**src/rtl/sysarr_pkg.sv**
```systemverilog
package sysarr_pkg;

  // Truth table of a 3-input Boolean function, indexed by {w,x,y}.
  typedef logic [7:0] lut8_t;

  // Input bits of one cell. Bit order matters: w is the MSB of the index.
  typedef struct packed {
    logic w;
    logic x;
    logic y;
  } cell_in_t;

  function automatic logic [2:0] cell_index(cell_in_t s);
    return {s.w, s.x, s.y};
  endfunction

endpackage

```
**src/rtl/sysarr_lut.sv**
```systemverilog
module sysarr_lut
  import sysarr_pkg::*;
#(
  parameter lut8_t TABLE = 8'h00
) (
  input  cell_in_t sel,
  output logic     bit_o
);

  logic [2:0] idx;

  always_comb begin
    idx   = cell_index(sel);
    bit_o = TABLE[idx];
  end

endmodule

```
**src/rtl/sysarr_cell.sv**
```systemverilog
module sysarr_cell
  import sysarr_pkg::*;
#(
  parameter lut8_t F_TBL = 8'h96,
  parameter lut8_t G_TBL = 8'hE8
) (
  input  logic clk,
  input  logic rst,
  input  logic w_i,
  input  logic x_i,
  input  logic y_i,
  output logic l_q,
  output logic r_q
);

  cell_in_t st;
  logic     l_d;
  logic     r_d;

  assign st = '{w: w_i, x: x_i, y: y_i};

  sysarr_lut #(.TABLE(F_TBL)) u_f (.sel(st), .bit_o(l_d));
  sysarr_lut #(.TABLE(G_TBL)) u_g (.sel(st), .bit_o(r_d));

  always_ff @(posedge clk) begin
    if (rst) begin
      l_q <= 1'b0;
      r_q <= 1'b0;
    end else begin
      l_q <= l_d;
      r_q <= r_d;
    end
  end

endmodule

```
**src/rtl/sysarr_top.sv**
```systemverilog
module sysarr_top
  import sysarr_pkg::*;
#(
  parameter int    N_CELLS = 8,
  parameter lut8_t F_TBL   = 8'h96,
  parameter lut8_t G_TBL   = 8'hE8
) (
  input  logic               clk,
  input  logic               rst,
  input  logic               in_w,
  input  logic               in_x,
  input  logic [N_CELLS-1:0] vert,
  output logic               out_l,
  output logic               out_r
);

  localparam int LAST = N_CELLS - 1;

  logic [N_CELLS-1:0] w_bus;
  logic [N_CELLS-1:0] x_bus;
  logic [N_CELLS-1:0] lft_q;
  logic [N_CELLS-1:0] rgt_q;

  for (genvar i = 0; i < N_CELLS; i++) begin : g_cell
    // Rightward stream: W of cell i.
    if (i == 0) begin : g_wl
      assign w_bus[i] = in_w;
    end else begin : g_wi
      assign w_bus[i] = rgt_q[i-1];
    end
    // Leftward stream: X of cell i.
    if (i == LAST) begin : g_xr
      assign x_bus[i] = in_x;
    end else begin : g_xi
      assign x_bus[i] = lft_q[i+1];
    end

    sysarr_cell #(.F_TBL(F_TBL), .G_TBL(G_TBL)) u_cell (
      .clk (clk),
      .rst (rst),
      .w_i (w_bus[i]),
      .x_i (x_bus[i]),
      .y_i (vert[i]),
      .l_q (lft_q[i]),
      .r_q (rgt_q[i])
    );
  end

  assign out_l = lft_q[0];
  assign out_r = rgt_q[LAST];

endmodule

```
**config.mk**
```make
export PLATFORM = sky130hd
export DESIGN_NAME = sysarr_top
export DESIGN_NICKNAME = d
export VERILOG_FILES = /design/src/rtl/sysarr_pkg.sv /design/src/rtl/sysarr_lut.sv /design/src/rtl/sysarr_cell.sv /design/src/rtl/sysarr_top.sv
export SDC_FILE = /design/constraint.sdc
export NUM_CORES = 1
export LEC_CHECK = 0
export ABC_CLOCK_PERIOD_IN_PS = 1900
export BUFFER_PORTS_ARGS = -buffer_cell sky130_fd_sc_hd__clkbuf_2
export CAP_MARGIN = 10
export CORE_UTILIZATION = 57
export CTS_CLUSTER_SIZE = 16
export DETAILED_ROUTE_END_ITERATION = 12
export PLACE_DENSITY = 0.81
export SYNTH_ARGS = -nofsm -noshare
export SYNTH_HDL_FRONTEND = slang
export SYNTH_SLANG_ARGS = --single-unit
```
**constraint.sdc**
```tcl
create_clock -name clk -period 1.9 [get_ports clk]
set_input_delay 0.285 -clock clk [delete_from_list [all_inputs] [get_ports clk]]
set_output_delay 0.285 -clock clk [all_outputs]
set_load 0.02 [all_outputs]
```
# --- Word level (Yosys, flattened, before mapping) ---
# Memory sizes are Yosys's and may differ from the RTL's. A register that Yosys moved wholly into a read port is not among the register bits.
# Cells that the tools add are included.
word_totals:
  register_bits: 0
  rom_bits: 128
  in_bits: 12
  output_inout_bits: 2
  wordCells: 16
  n_memories: 16
mem_list:
  columns: ["memory", "words", "width", "read_ports", "rd_ports_with_merged_regs", "write_ports", "line_no", "text"]
  rows:
  - ["(name not given)", 8, 1, 1, 1, 0, "sysarr_lut.sv:14", "bit_o = TABLE[idx];"]
  - ["(name not given)", 8, 1, 1, 1, 0, "sysarr_lut.sv:14", null]
  - ["(name not given)", 8, 1, 1, 1, 0, "sysarr_lut.sv:14", null]
  - ["(name not given)", 8, 1, 1, 1, 0, "sysarr_lut.sv:14", null]
  - ["(name not given)", 8, 1, 1, 1, 0, "sysarr_lut.sv:14", null]
  - ["(name not given)", 8, 1, 1, 1, 0, "sysarr_lut.sv:14", null]
  - ["10 more memories", null, null, null, null, null, null, null]

# --- Depth between registers and ports, before layout ---
logic_depth:
  depth_word: 0
  depth_mapped: 4
  mapped_depth_nobuf: 4

# --- Hierarchy ---
# Synthesis repeated with hierarchy kept, for this count alone.
hier_totals:
  hier_cells: 48
  area_unflattened_um2: 700.7
by_module_without_submodules:
  columns: ["module", "n_inst", "cells_per_inst", "area_each_um2", "seq_area_each_um2"]
  rows:
  - ["sysarr_cell", 8, 4, 52.6, 40.0]
  - ["sysarr_lut (g_cell[0].u_cell.u_f ...)", 8, 1, 23.8, 0.0]
  - ["sysarr_lut (g_cell[0].u_cell.u_g ...)", 8, 1, 11.3, 0.0]

# --- Least setup slack after synthesis ---
# OpenSTA, ideal clock, no wires.
synth_path:
  path_type: "flip-flop to flip-flop"
  startpoint: "register g_cell[3].u_cell.l_q"
  endpoint: "register g_cell[2].u_cell.l_q"
  setup_time_ns: 0.115
  arrival_time_ns: 0.800
  t_required_ns: 1.785
  path_slack_ns: 0.986
  stages_incl_launch_ff: 5
  n_path_buf: 0
  period_less_slack_ns: 0.914
  cell_sequence: "dfxtp_1 -> inv_1 -> ha_1 -> xnor2_1 -> nor2_1"
synth_rtl:
  columns: ["item", "line_no", "text"]
  rows:
  - ["from (decl)", "sysarr_cell.sv:12", "output logic l_q,"]
  - ["to (decl)", "sysarr_cell.sv:12", null]

# --- Final worst setup path ---
layout_path:
  startpoint: "register g_cell[0].u_cell.l_q"
  endpoint: "output port out_l"
layout_rtl:
  columns: ["item", "line_no", "text"]
  rows:
  - ["from (decl)", "sysarr_cell.sv:12", null]
  - ["to (decl)", "sysarr_top.sv:13", "output logic out_l,"]
# No word-level cell between the ends.

==> flow_summary.yaml <==
status:
  status: "finished, final reports clean"
logic_synthesis:
  syn-num-nets: 114
  ys_ff_latch: 16
  postSynthAreaPerCell_um2: 9.70
  synthDistinctLibCells: 12
  ys_seq_area_frac: 0.384
  synthXorXnorAreaFrac: 0.0840
  synthCells: 86
  yosys.area_share.simple: 0.114
  synth_top_family_by_area: "adder cells"
  synthMuxAreaShare: 0
  synth-compound-area-share: 0.0750
  yosysWarningCount: 0
  synth-adder-area-share: 0.240
  synthesis.area_um2: 835
route:
  drt-vias-per-instance: 4.77
  drt_iter0_markers: 3
  ant_nets: 0
  avgRoutedWirePerCell_um: 9.90
  wirelength_mm: 1.15
  vias: 553
  drc_errors: 0
  drtPass1Iterations: 4
layout:
  fill_cells: 111
  diodes: 0
  final_cell_mix: "16 x inv_1, 16 x ha_1, 16 x dfxtp_1"
  area_delta_synth_final_pct: 11.2
  multi_input_area_um2: 428
  drive_gt1_frac: 0.198
  nets: 130
  register_area_um2: 320
  fin_util: 0.696
  final_area_um2: 928
die:
  die_area_um2: 1620
  die_x_um: 40.3
  initial_utilization: 0.626
  std_cell_rows: 13
  die_h_um: 40.3
  ios: 14
  core_area_um2: 1330
placement:
  portBuffers: 13
  post_dp_cell_area_um2: 892
  dp.final_hpwl_um: 939
  globalplace.congestion: 0.641
setup_path:
  crit_cells: 1
  crit_type: "reg -> out"
  startpoint: "g_cell[0].u_cell.l_q"
  startpoint_type: "flip-flop"
  r2r_cells: 4
  critPathMaxStageDelay_ps: 320
  crit_family: "flip-flops"
  critPathCaptureType: "output pin"
  r2r_slack_ps: 880
  timing.rr.start: "g_cell[6].u_cell.l_q"
  r2r-end: "g_cell[5].u_cell.l_q"
  path_cells: "clkbuf_2"
  cp_max_fo: 1
  arrival_ps: 740
  cp_data_required_time_ps: 1620
  crit_end: "out_l"
  critPathBufInv: 1
  slowest_stage: "dfxtp_1"
clock_tree:
  numCtsBuffers: 3
  postCtsSetupBuffers: 0
  cts_tree: "built"
  postCtsHoldBufs: 0
  clkSinkCount: 16
  clk_latency_ps: 270
  clockBufferDepth: 2
  cts_resized: 0
  path_clk_slew_ps: 90
  cts_root_buf: "clkbuf_4"
  htree_levels: 1
grt:
  overflow: 0
  grt_pass1_wl_mm: 1.78
  grt_use_total: 0.175
  grt_max_degree: 17
  antenna_found_initial: 0
  grt_pass1_vias: 459
timing:
  worst_slew_pin_slew_ps: 342
  hold_viol_final: 0
  finalSetupTns_ps: 0
  clock_skew_ps: 3.60
  rsz0062_at_grt: "no"
  whs_ps: 234
  setup_violations: 0
  fin_crit_sh: 0.541
  timing.slew.headroom: 0.772
  fmax_ghz: 0.972
  fin_crit_ps: 1030
  slew_viol_final: 0
min_path:
  hp-class: "in -> reg"
flow_run:
  drv_cap: 0
power_and_ir_drop:
  p_total_w: 0.000793
  power_density_nw_per_um2: 854
  peakVddDrop_mv: 0.505
  leakage_nw: 0.455
final cells by class:
class | count | area share
timing repair buffer | 13 | 0.0701
tap | 15 | 0.0202
sequential | 16 | 0.345
multi-input combinational | 52 | 0.461
clock buffer | 4 | 0.0391
inverter | 16 | 0.0647
through the flow:
step / cells / worst slack, ps
after global placement: 112 / 850
final: 116 / 871
after CTS: 116 / 858
after global routing: 116 / 796
after floorplan: 86 / 986
after detailed placement: 112 / 830
Yosys cell counts:
library cell / count / area, um2
a21oi_2: 2 / 17.5
a21oi_1: 2 / 10.0
inv_1: 16 / 60.1
ha_1: 16 / 200
dfxtp_1: 16 / 320
a211oi_2: 1 / 12.5
a211oi_1: 3 / 22.5
nand2b_1: 8 / 50.1
nor2_1: 12 / 45.0
xnor2_1: 8 / 70.1
buf_6: 1 / 11.3
buf_8: 1 / 15.0
registers in the layout, summed over array words and instances (netlist names):
name / cells
g_cell.u_cell.r_q: 8
g_cell.u_cell.l_q: 8
logic make-up after synthesis:
kind of cell    Yosys count
simple gates             20
buf+inv                  18
fa+ha+maj                16
flops                    16
compound gates            8
xor+xnor                  8
power by group:
group / switching [W] / internal, W / leakage, nW
Sequential: 0.0000272 / 0.000380 / 0.132
Clock: 0.0000986 / 0.000116 / 0.0210
Combinational: 0.0000819 / 0.0000893 / 0.302
how the worst min path moves through the flow:
stage	startpoint	end	slack, ps	cells after the start
floorplan	in_w	g_cell[0].u_cell.r_q	380	1
global placement	g_cell[6].u_cell.r_q	g_cell[7].u_cell.r_q	480	1
detailed placement	g_cell[6].u_cell.r_q	g_cell[7].u_cell.r_q	480	1
CTS	in_w	g_cell[0].u_cell.r_q	230	2
global route	in_w	g_cell[0].u_cell.r_q	220	2
finish	in_w	g_cell[0].u_cell.r_q	230	2
routing by layer:
metal  track usage  up-vias  wire (um)
li1              -      292          -
met1         0.182      245        518
met2         0.298       12        548
met3        0.0556        4         54
met4         0.117        0         26
met5             0        -          0
Power figures use the tool's default switching activity.
